==> src/rtl/gpr_pkg.sv <==
package gpr_pkg;
  typedef enum logic {
    MODE_LOAD  = 1'b0,
    MODE_SHIFT = 1'b1
  } gpr_mode_e;
endpackage

==> src/rtl/gpr_rst_sync.sv <==
module gpr_rst_sync #(
  parameter int DEPTH = 2
) (
  input  logic clk,
  input  logic arst_n,
  output logic rst_n_o
);
  logic [DEPTH-1:0] chain_q;
  logic [DEPTH-1:0] chain_d;

  always_comb begin
    chain_d = {chain_q[DEPTH-2:0], 1'b1};
  end

  always_ff @(posedge clk or negedge arst_n) begin
    if (!arst_n) chain_q <= '0;
    else         chain_q <= chain_d;
  end

  assign rst_n_o = chain_q[DEPTH-1];
endmodule

==> src/rtl/gpr_sync.sv <==
module gpr_sync #(
  parameter int WIDTH = 2,
  parameter int DEPTH = 2
) (
  input  logic             clk,
  input  logic             rst_n,
  input  logic [WIDTH-1:0] d,
  output logic [WIDTH-1:0] q
);
  logic [WIDTH-1:0] pipe_q [DEPTH];

  for (genvar g = 0; g < DEPTH; g++) begin : g_stage
    logic [WIDTH-1:0] stage_d;
    if (g == 0) begin : g_first
      assign stage_d = d;
    end else begin : g_next
      assign stage_d = pipe_q[g-1];
    end
    always_ff @(posedge clk or negedge rst_n) begin
      if (!rst_n) pipe_q[g] <= '0;
      else        pipe_q[g] <= stage_d;
    end
  end

  assign q = pipe_q[DEPTH-1];
endmodule

==> src/rtl/gpr_gate_edge.sv <==
module gpr_gate_edge (
  input  logic clk,
  input  logic rst_n,
  input  logic clk_s,
  input  logic inh_s,
  output logic upd_o,
  output logic misuse_o
);
  logic clk_p_q, inh_p_q, err_q;
  logic clk_p_d, inh_p_d, err_d;
  logic gate_now, gate_prev, inh_rise;

  always_comb begin
    gate_now  = clk_s | inh_s;
    gate_prev = clk_p_q | inh_p_q;
    inh_rise  = inh_s & ~inh_p_q;
    upd_o     = gate_now & ~gate_prev;
    clk_p_d   = clk_s;
    inh_p_d   = inh_s;
    err_d     = err_q | (inh_rise & ~clk_s);
  end

  always_ff @(posedge clk or negedge rst_n) begin
    if (!rst_n) begin
      clk_p_q <= 1'b0;
      inh_p_q <= 1'b0;
      err_q   <= 1'b0;
    end else begin
      clk_p_q <= clk_p_d;
      inh_p_q <= inh_p_d;
      err_q   <= err_d;
    end
  end

  assign misuse_o = err_q;
endmodule

==> src/rtl/gpr_stages.sv <==
module gpr_stages
  import gpr_pkg::*;
#(
  parameter int WIDTH = 8
) (
  input  logic             clk,
  input  logic             rst_n,
  input  logic             upd,
  input  gpr_mode_e        mode,
  input  logic             ser,
  input  logic [WIDTH-1:0] par,
  output logic [WIDTH-1:0] q
);
  logic [WIDTH-1:0] q_q, q_d;

  always_comb begin
    q_d = q_q;
    if (upd) begin
      case (mode)
        MODE_SHIFT: q_d = {q_q[WIDTH-2:0], ser};
        default:    q_d = par;
      endcase
    end
  end

  always_ff @(posedge clk or negedge rst_n) begin
    if (!rst_n)   q_q <= '0;
    else if (upd) q_q <= q_d;
  end

  assign q = q_q;
endmodule

==> src/rtl/gated_piso.sv <==
module gated_piso
  import gpr_pkg::*;
#(
  parameter int WIDTH      = 8,
  parameter int SYNC_DEPTH = 2,
  parameter int RST_DEPTH  = 2
) (
  input  logic             clk,
  input  logic             clr_n,
  input  logic             sel_shift,
  input  logic             ser_in,
  input  logic [WIDTH-1:0] par_in,
  input  logic             ext_clk,
  input  logic             clk_inh,
  output logic             ser_out,
  output logic [WIDTH-1:0] stages_dbg,
  output logic             misuse_err
);
  localparam int LAST = WIDTH - 1;

  logic       rst_sync_n;
  logic [1:0] raw_ctl, sync_ctl;
  logic       upd;
  logic [WIDTH-1:0] q;
  gpr_mode_e  mode;

  assign raw_ctl = {clk_inh, ext_clk};
  assign mode    = sel_shift ? MODE_SHIFT : MODE_LOAD;

  gpr_rst_sync #(.DEPTH(RST_DEPTH)) i_rst (
    .clk(clk), .arst_n(clr_n), .rst_n_o(rst_sync_n)
  );

  gpr_sync #(.WIDTH(2), .DEPTH(SYNC_DEPTH)) i_sync (
    .clk(clk), .rst_n(rst_sync_n), .d(raw_ctl), .q(sync_ctl)
  );

  gpr_gate_edge i_edge (
    .clk(clk), .rst_n(rst_sync_n), .clk_s(sync_ctl[0]), .inh_s(sync_ctl[1]),
    .upd_o(upd), .misuse_o(misuse_err)
  );

  gpr_stages #(.WIDTH(WIDTH)) i_stages (
    .clk(clk), .rst_n(rst_sync_n), .upd(upd), .mode(mode),
    .ser(ser_in), .par(par_in), .q(q)
  );

  assign ser_out    = q[LAST];
  assign stages_dbg = q;
endmodule

==> config.mk <==
export PLATFORM = sky130hd
export DESIGN_NAME = gated_piso
export DESIGN_NICKNAME = d
export VERILOG_FILES = /design/src/rtl/gpr_pkg.sv /design/src/rtl/gpr_rst_sync.sv /design/src/rtl/gpr_sync.sv /design/src/rtl/gpr_gate_edge.sv /design/src/rtl/gpr_stages.sv /design/src/rtl/gated_piso.sv
export SDC_FILE = /design/constraint.sdc
export NUM_CORES = 1
export LEC_CHECK = 0
export BUFFER_PORTS_ARGS = -buffer_cell sky130_fd_sc_hd__buf_2
export CORE_MARGIN = 2
export CORE_UTILIZATION = 38
export CTS_CLUSTER_DIAMETER = 80
export DETAILED_ROUTE_END_ITERATION = 7
export HOLD_SLACK_MARGIN = 0.12
export PLACE_DENSITY = 0.64
export SYNTH_ARGS = -nofsm -noshare
export SYNTH_HDL_FRONTEND = slang
export SYNTH_HIERARCHICAL = 1
export SYNTH_SLANG_ARGS = --single-unit
export TNS_END_PERCENT = 1
==> constraint.sdc <==
create_clock -name clk -period 0.8 [get_ports clk]
set_clock_uncertainty 0.05 [all_clocks]
set_input_delay 0.12 -clock clk [delete_from_list [all_inputs] [get_ports clk]]
set_output_delay 0.12 -clock clk [all_outputs]
set_load 0.1 [all_outputs]
; Yosys cells after proc, flatten, opt, wreduce, memory -nomap -nowiden
; Cells that the tools add are included.
[classes]
shifts = 0
magnitude_cmp = 0
div_mod_pow = 0
reduce_logical = 0
n_mul = 0
bitwise_logic = 9
n_eq_ne = 0
add_sub_neg = 0
mux = 2
[op_table]
columns = operator, n
row1 = $mux 8, 1
row2 = $and 1x1->1, 3
row3 = $not 1->1, 3
row4 = $or 1x1->1, 3
row5 = $mux 1, 1
[word_totals]
out_inout_bits = 10
word_cells = 18
input_bits = 14
latch_bits = 0
mem_count = 0
ram_bits = 0
regBits = 17
mem_bits_ro = 0

; Depth between registers and ports, before layout
; Gate-level depths: netlist of the first run.
[logic_depth]
depth_word = 4
ltp_mapped = 6
depth_no_buf = 4

; Cells and area by module
; The synthesis of the first run kept the hierarchy.
[modules_own_cells]
columns = mod, cells_per_inst, area_each_um2, seq_area_each_um2, instances
row1 = gpr_stages, 35, 382.9, 200.2, 1
row2 = gpr_sync, 4, 100.1, 100.1, 1
row3 = gpr_gate_edge, 7, 95.1, 75.1, 1
row4 = gpr_rst_sync, 3, 53.8, 50.0, 1
row5 = gated_piso, 1, 7.5, 0.0, 1

; Worst setup path after synthesis of the first run
; OpenSTA, ideal clock, no wires.
[synth_timing]
kind = register -> output
from = register i_stages.q_q[7] (netlist: i_stages/q[7])
to = output ser_out
path_stages_with_launch = 2
path_slack_ps = -710
required_time_ps = 630
arrival_time_ps = 1340
n_path_buf = 1
path_cell_list = dfrtp_1 buf_4
[synth_rtl]
columns = item, line_no
row1 = "start, declared", gpr_stages.sv:14  ; logic [WIDTH-1:0] q_q, q_d;
row2 = "start signal, assigned", gpr_stages.sv:28  ; else if (upd) q_q <= q_d;
row3 = "end, declared", gated_piso.sv:15  ; output logic ser_out,
; No word-level cell between the ends.

; Worst setup path in the final report of the first run
[layout_timing]
from = register i_stages.q_q[7] (netlist: i_stages/q[7])
to = output ser_out
; No word-level cell between the ends.

==> summary.md, run 1 <==
| Metric | Value |
|---|---|
| Status | finished with violations |
| Failing checks | negative setup slack |
| Total gr overflow | 0 |
| Worst path max stage delay | 0.52 ns |
| CP Cell Sequence | buf_12 |
| Dpl ws | -0.2773 ns |
| TritonCTS Sinks | 17 |
| WP data arrival | 0.98 ns |
| Critical path depth | 1 |
| Reg2reg start | i_edge/clk_p_q |
| Hold WC Path Type | in -> async |
| Initial Util | 41.48% |
| DR iter-0 viols | 10 |
| Pin count of the biggest net entering global routing | 10 |
| CP startpoint kind | flop |
| Dpl hpwl | 890.1 um |
| Yosys warning count | 6 |
| DRC viols | 0 |
| Setup WS post-layout | -0.3541 ns |
| Pre-antenna DRT Iters | 4 |
| DRT antenna net count | 0 |
| Unrepaired setup endpoints after global routing | true |
| CTS clk-pin slew, worst paths | roughly 0.090 ns |
| Level count of the clock H-tree | 1 |
| WP buf/inv | 1 |
| # setup viols final | 19 |
| Area grow syn2layout | 58.90% |
| CTS root buffer | clkbuf_4 |
| Core area | 0.001541 mm2 |
| Synth top area share | between 60 and 70% |
| Fin. max-slew vios | 0 |
| Worst EP required | 0.63 ns |
| Kind of critical path | reg -> out |
| Ys flop type | dfrtp_1 |
| Total Wirelength | 1.146 mm |
| Post-CTS Setup Bufs | 0 |
| IO Port Bufs | 23 |
| MaxCap Viol Count | 0 |
| Initial antenna violation count | 0 |
| Total global-route track usage | 13.52% |
| Std-Cell Rows | 14 |
| Total power | 2.802 mW |
| Max FO, Critical Path | 3 |
| Worst setup path endpoint | ser_out |
| Leak | 0.4749 nW |
| Reg2Reg Depth | 4 |
| RD Place Congestion | ~0.68 |
| Post-synthesis net count | 64 |
| Synth async-reset ratio | 100.0% |
| Top post-synthesis cells by count | dfrtp_1 (17), a21oi_1 (8), mux2i_1 (8), nor2_1 (8) |
| TritonCTS Buffers | 3 |
| PD cells | approximately 2800 mW/mm2 |
| Clk Latency, worst-skew pair | approximately 0.29 ns |
| Worst vdd ir | around 1500 uV |
| Vias | 469 |
| Critical path origin | i_stages/q[7] |
| Top Ports | 24 |
| Layout cell share with drive strength beyond 1 | 54.88% |
| Dominant cell type by area after synthesis | dfrtp_1 |
| CP top delay family | flip-flops |
| Global-route wire length before repair | 1.842 mm |
| Final Hold Viols | 0 |
| Per-cell routed wire length | 11.69 um |
| Final min period | 1.154 ns |
| Mapped Area | approximately 640 um2 |
| Die ar. | 0.002027 mm2 |
| Hold buffers post-CTS | 3 |
| RR Endpoint | i_stages/q[6] |
| Fmax | roughly 0.87 GHz |
| Mapped Cells | 50 |
| Die Height | 45.02 um |
| #FFs+latches synth | 17 |
| R2R setup slack | -0.28 ns |
| CTS max path bufs | 2 |
| Ant diodes | 0 |
| TritonCTS clock tree | done |
| Syn avg cell area | between 10 and 15 um2 |
| Count of different cell masters after synthesis | 11 |
| CP Capture Type | output port |
| Seq/Total Area, Yosys | 66.54% |
| Area contributors post-synth | dfrtp_1 (67%), mux2i_1 (13%), a21oi_1 (6.3%) |
| Die Width | 45.02 um |
| Post-synth EDFFs | 0 |
| Max stage delay cell, worst path | dfrtp_4 |
| Number of global-route vias before repair | 447 |
| Most common cell in the netlist | dfrtp_1 |
| Nets | 97 |
| Vias per cell | 4.786 |
| Tcrit/Tclk final | 144.3% |
-- registers in the layout, indices dropped and copies added, names as in the netlist --
signal and count:
i_stages/q 8, i_rst/chain_q 2, i_sync/g_stage.stage_d 2, i_sync/q 2, i_edge/clk_p_q 1, i_edge/inh_p_q 1
i_edge/misuse_o 1
-- placed cells by master (no fill, tap or decap) --
cell type	instances
dfrtp_4	1
nor2_2	3
dfrtp_2	8
buf_6	1
dlygate4sd3_1	3
buf_12	10
dfrtp_1	8
clkbuf_1	1
nor3_2	1
a21oi_1	8
buf_4	5
a21o_1	1
mux2i_1	8
clkbuf_4	3
buf_2	13
conb_1	1
nor2_1	7
-- repair_timing --
action / CTS / global route
pin swaps: 2 / 1
endpoints found under the hold margin: 12 / 7
gates resized for setup: 2 / 0
endpoints found under the setup margin: 19 / 19
-- worst register-to-register path, stage by stage, from the launching register on --
cell     delay [ns]
dfrtp_1        0.39
nor3_2         0.21
buf_4          0.19
nor2_1         0.05
a21oi_1        0.12
-- how the worst min path moves through the flow --
stage | from | to | slack (ns) | cells past startpoint
global route | clr_n | i_rst/chain_q[1] | 0.09 | 2
detailed placement | clr_n | i_rst/chain_q[0] | -0.14 | 1
finish | clr_n | i_rst/chain_q[1] | 0.08 | 2
CTS | clr_n | i_rst/chain_q[0] | 0.07 | 2
floorplan | clr_n | i_rst/chain_q[0] | -0.23 | 0
global placement | clr_n | i_rst/chain_q[1] | -0.15 | 1
-- layout make-up --
class	instances	area, um2
Multi-Input combinational cell	29	186.4
Timing Repair Buffer	32	344.1
Fill cell	111	525.5
Clock buffer	4	26.28
Tap cell	16	20.02
Sequential cell	17	439.2
-- where the power goes --
part / internal [mW] / switching [mW]
clock network: 0.194 / 0.251
logic: 0.460 / 0.797
registers: 0.977 / 0.123
-- logic make-up after synthesis --
kind of cell	count (synthesis)	synth area share (%)
DFF	17	66.54
and+or+nand+nor	11	7.436
AOI/OAI and AO/OA	9	7.437
muxes	8	12.52
buffers and inverters	4	5.479
other	1	0.5865
-- metal layers --
layer | global-route usage, % | share of wire [%]
met1 | 16.93 | 41
met2 | 19.43 | 48
met3 | 2.800 | 7.2
met4 | 12.35 | 3.5
met5 | 0 | 0
-- per-stage QoR --
| step | hold slack, ns | area [um2] | util [%] | TNS [ns] | std cells |
|---|---|---|---|---|---|
| floorplan | -0.2256 | 659.4 | - | -2.886 | 50 |
| finish | 0.07882 | 1016 | 65.91 | -5.046 | 98 |
| global route | 0.08645 | 1016 | 65.91 | -6.199 | 98 |
| detailed placement | -0.1415 | 953.4 | 61.85 | -2.119 | 91 |
| CTS | 0.06830 | 1016 | 65.91 | -5.275 | 98 |
| global placement | -0.1460 | 953.4 | 61.85 | -1.767 | 91 |
(Power assumes the default switching activity.)
==> run 2, diff against run 1 <==
Settings changed: RECOVER_POWER set to 50.
==> run 2 against run 1 <==
Compared with the run above: the run still ends with negative setup slack left; sequential cell count stayed put; die area stayed put; worst setup slack stayed put; cell count stayed put; hold slack hardly changed; wire length is 0.35% higher; global-route usage stayed put; critical path depth stayed put; via count is 0.21% lower; combinational power hardly changed; critical path type unchanged.
==> summary.md, run 2 (synthesized netlist as in run 1, its figures left out) <==
| Metric | Value |
|---|---|
| Max FO, Critical Path | 3 (unchanged) |
| DR iter-0 viols | 8 (-2) |
| Area grow syn2layout | 57.53% |
| MaxCap Viol Count | 0 (unchanged) |
| Commonest non-fill, non-tap cells in the layout | buf_2 (12), buf_12 (10) |
| Total global-route track usage | 13.52% (unchanged) |
| Tcrit/Tclk final | 144.3% (unchanged) |
| Logic pwr share | 44.8% (about the same) |
| Initial antenna violation count | 0 (unchanged) |
| Final TNS setup | -5.045 ns (+0.0006500 ns) |
| Critical path depth | 1 (unchanged) |
| Nets | 97 (unchanged) |
| Std-Cell Rows | 14 (unchanged) |
| DRC viols | 0 (unchanged) |
| # setup viols final | 19 (unchanged) |
| TritonCTS clock tree | done |
| Grt met1 use | 16.93% (unchanged) |
| Clk Latency, worst-skew pair | 0.29 ns (about the same) |
| Cells after DPL | 91 (unchanged) |
| Per-cell routed wire length | 11.73 um (+0.35%) |
| Reg2Reg Depth | 4 (unchanged) |
| CP Cell Sequence | buf_12 |
| Ant diodes | 0 (unchanged) |
| WP buf/inv | 1 (unchanged) |
| Fin. max-slew vios | 0 (unchanged) |
| Final Core Density | 65.34% (-0.57 points) |
| CP top delay family | flip-flops |
| Post-CTS Setup Bufs | 0 (unchanged) |
| RD Place Congestion | 0.6844 (unchanged) |
| CTS root buffer | clkbuf_4 |
| Power share of the clock group | 15.9% (about the same) |
| Worst setup path endpoint | ser_out |
| Vias | 468 (-0.21%) |
| Pre-antenna DRT Iters | 4 (unchanged) |
| Level count of the clock H-tree | 1 (unchanged) |
| Worst EP required | 0.63 ns (about the same) |
| Die ar. | 0.002027 mm2 (unchanged) |
| Fin area | 0.001007 mm2 (-0.86%) |
| Hold Slack | 0.07882 ns (-0.0000001000 ns) |
| Fmax | 0.8665 GHz (unchanged) |
| Worst vdd ir | 1507 uV (about the same) |
| Dpl cell area | 953.4 um2 (unchanged) |
| R2R setup slack | -0.28 ns (about the same) |
| RR Endpoint | i_stages/q[6] |
| Total gr overflow | 0 (unchanged) |
| Critical path origin | i_stages/q[7] |
| Max stage delay cell, worst path | dfrtp_4 |
| Unrepaired setup endpoints after global routing | true |
| Number of flip-flops under the largest register name | 8 (unchanged) |
| Worst path max stage delay | 0.52 ns (about the same) |
| Pin count of the biggest net entering global routing | 10 (unchanged) |
| Hold buffers post-CTS | 3 (unchanged) |
| Number of global-route vias before repair | 447 (unchanged) |
| Non-Filler Instances | 98 (unchanged) |
| TritonCTS Sinks | 17 (unchanged) |
| Status | finished with violations |
| Final Hold Viols | 0 (unchanged) |
| Failing checks | negative setup slack |
| Net Sw Frac | 41.86% (+0.069 points) |
| Layout cell share with drive strength beyond 1 | 51.22% (-3.7 points) |
| Top Ports | 24 (unchanged) |
| Kind of critical path | reg -> out |
| Core area | 0.001541 mm2 (unchanged) |
| CP Capture Type | output port |
| Met3 usage | 2.800% (unchanged) |
| Setup WS post-layout | -0.3541 ns (unchanged) |
| Internal power | 1.626 mW (-0.32%) |
| CP startpoint kind | flop |
| Leak | 0.4649 nW (-2.1%) |
| Initial Util | 41.48% (unchanged) |
| Most utilized layer in the global route result | met2 |
| Met2 Use GR | 19.43% (unchanged) |
| WP data arrival | 0.98 ns (about the same) |
| Hold WC Path Type | in -> reg |
| Dpl hpwl | 890.1 um (unchanged) |
| CTS max path bufs | 2 (unchanged) |
| Die Width | 45.02 um (unchanged) |
| Most common cell after layout, fill and taps aside | buf_2 |
| Part of the power in registers | 39.3% (about the same) |
| Reg2reg start | i_edge/clk_p_q |
| Total Wirelength | 1.150 mm (+0.35%) |
| CTS clk-pin slew, worst paths | 0.09 ns (about the same) |
| Die Height | 45.02 um (unchanged) |
| Vias per cell | 4.776 (-0.21%) |
| Net Switching | 1.171 mW (about the same) |
| IO Port Bufs | 23 (unchanged) |
| PD cells | 2777 mW/mm2 (+0.67%) |
| TritonCTS Buffers | 3 (unchanged) |
| Global-route wire length before repair | 1.842 mm (unchanged) |
| DRT antenna net count | 0 (unchanged) |
| Final min period | 1.154 ns (unchanged) |
==> run 2: power groups by stage <==
| stage | logic (mW) | clock network [mW] | registers (mW) |
|---|---|---|---|
| 2_1_floorplan | 0.235 | 0 | 1.65 |
| 3_3_place_gp | 1.24 | 0 | 1.11 |
| 3_5_place_dp | 1.25 | 0 | 1.12 |
| 4_1_cts | 1.27 | 0.469 | 1.10 |
| 5_1_grt | 1.29 | 0.488 | 1.12 |
| 6_report | 1.25 | 0.444 | 1.10 |
==> run 2: metrics by stage <==
step	total power [mW]	setup slack, ns
after detailed placement	2.369	-0.2773
after floorplan	1.880	-0.2860
after global placement	2.355	-0.2428
after global routing	2.897	-0.4035
after CTS	2.838	-0.3656
final	2.797	-0.3541
==> run 2: layer usage <==
layer  up-vias  wire [um]
met1       216        473
met5         -          0
met2        20        552
met3         5         83
li1        227          -
met4         0         40
==> run 2: layout make-up <==
| cell class | instances | area (um2) |
|---|---|---|
| clock buffers | 4 | 26.28 |
| fillers | 116 | 534.3 |
| repair buffers | 32 | 335.3 |
| well taps | 16 | 20.02 |
| multi-input cells | 29 | 186.4 |
| flip-flops and latches | 17 | 439.2 |
==> run 2: worst min path at each step <==
stage / startpoint / endpoint / slack, ns / cells past startpoint
5_1_grt: par_in[7] / i_stages/q[7] / 0.09 / 3
3_5_place_dp: clr_n / i_rst/chain_q[0] / -0.14 / 1
6_report: par_in[3] / i_stages/q[3] / 0.08 / 3
3_3_place_gp: clr_n / i_rst/chain_q[1] / -0.15 / 1
4_1_cts: clr_n / i_rst/chain_q[0] / 0.07 / 2
2_1_floorplan: clr_n / i_rst/chain_q[0] / -0.23 / 0
==> run 2: repair_timing <==
item,in CTS,in global routing
endpoints found under the hold margin,12,7
pin swaps,2,1
setup endpoints to repair,19,19
cloned,0,0
gates resized for setup,2,0
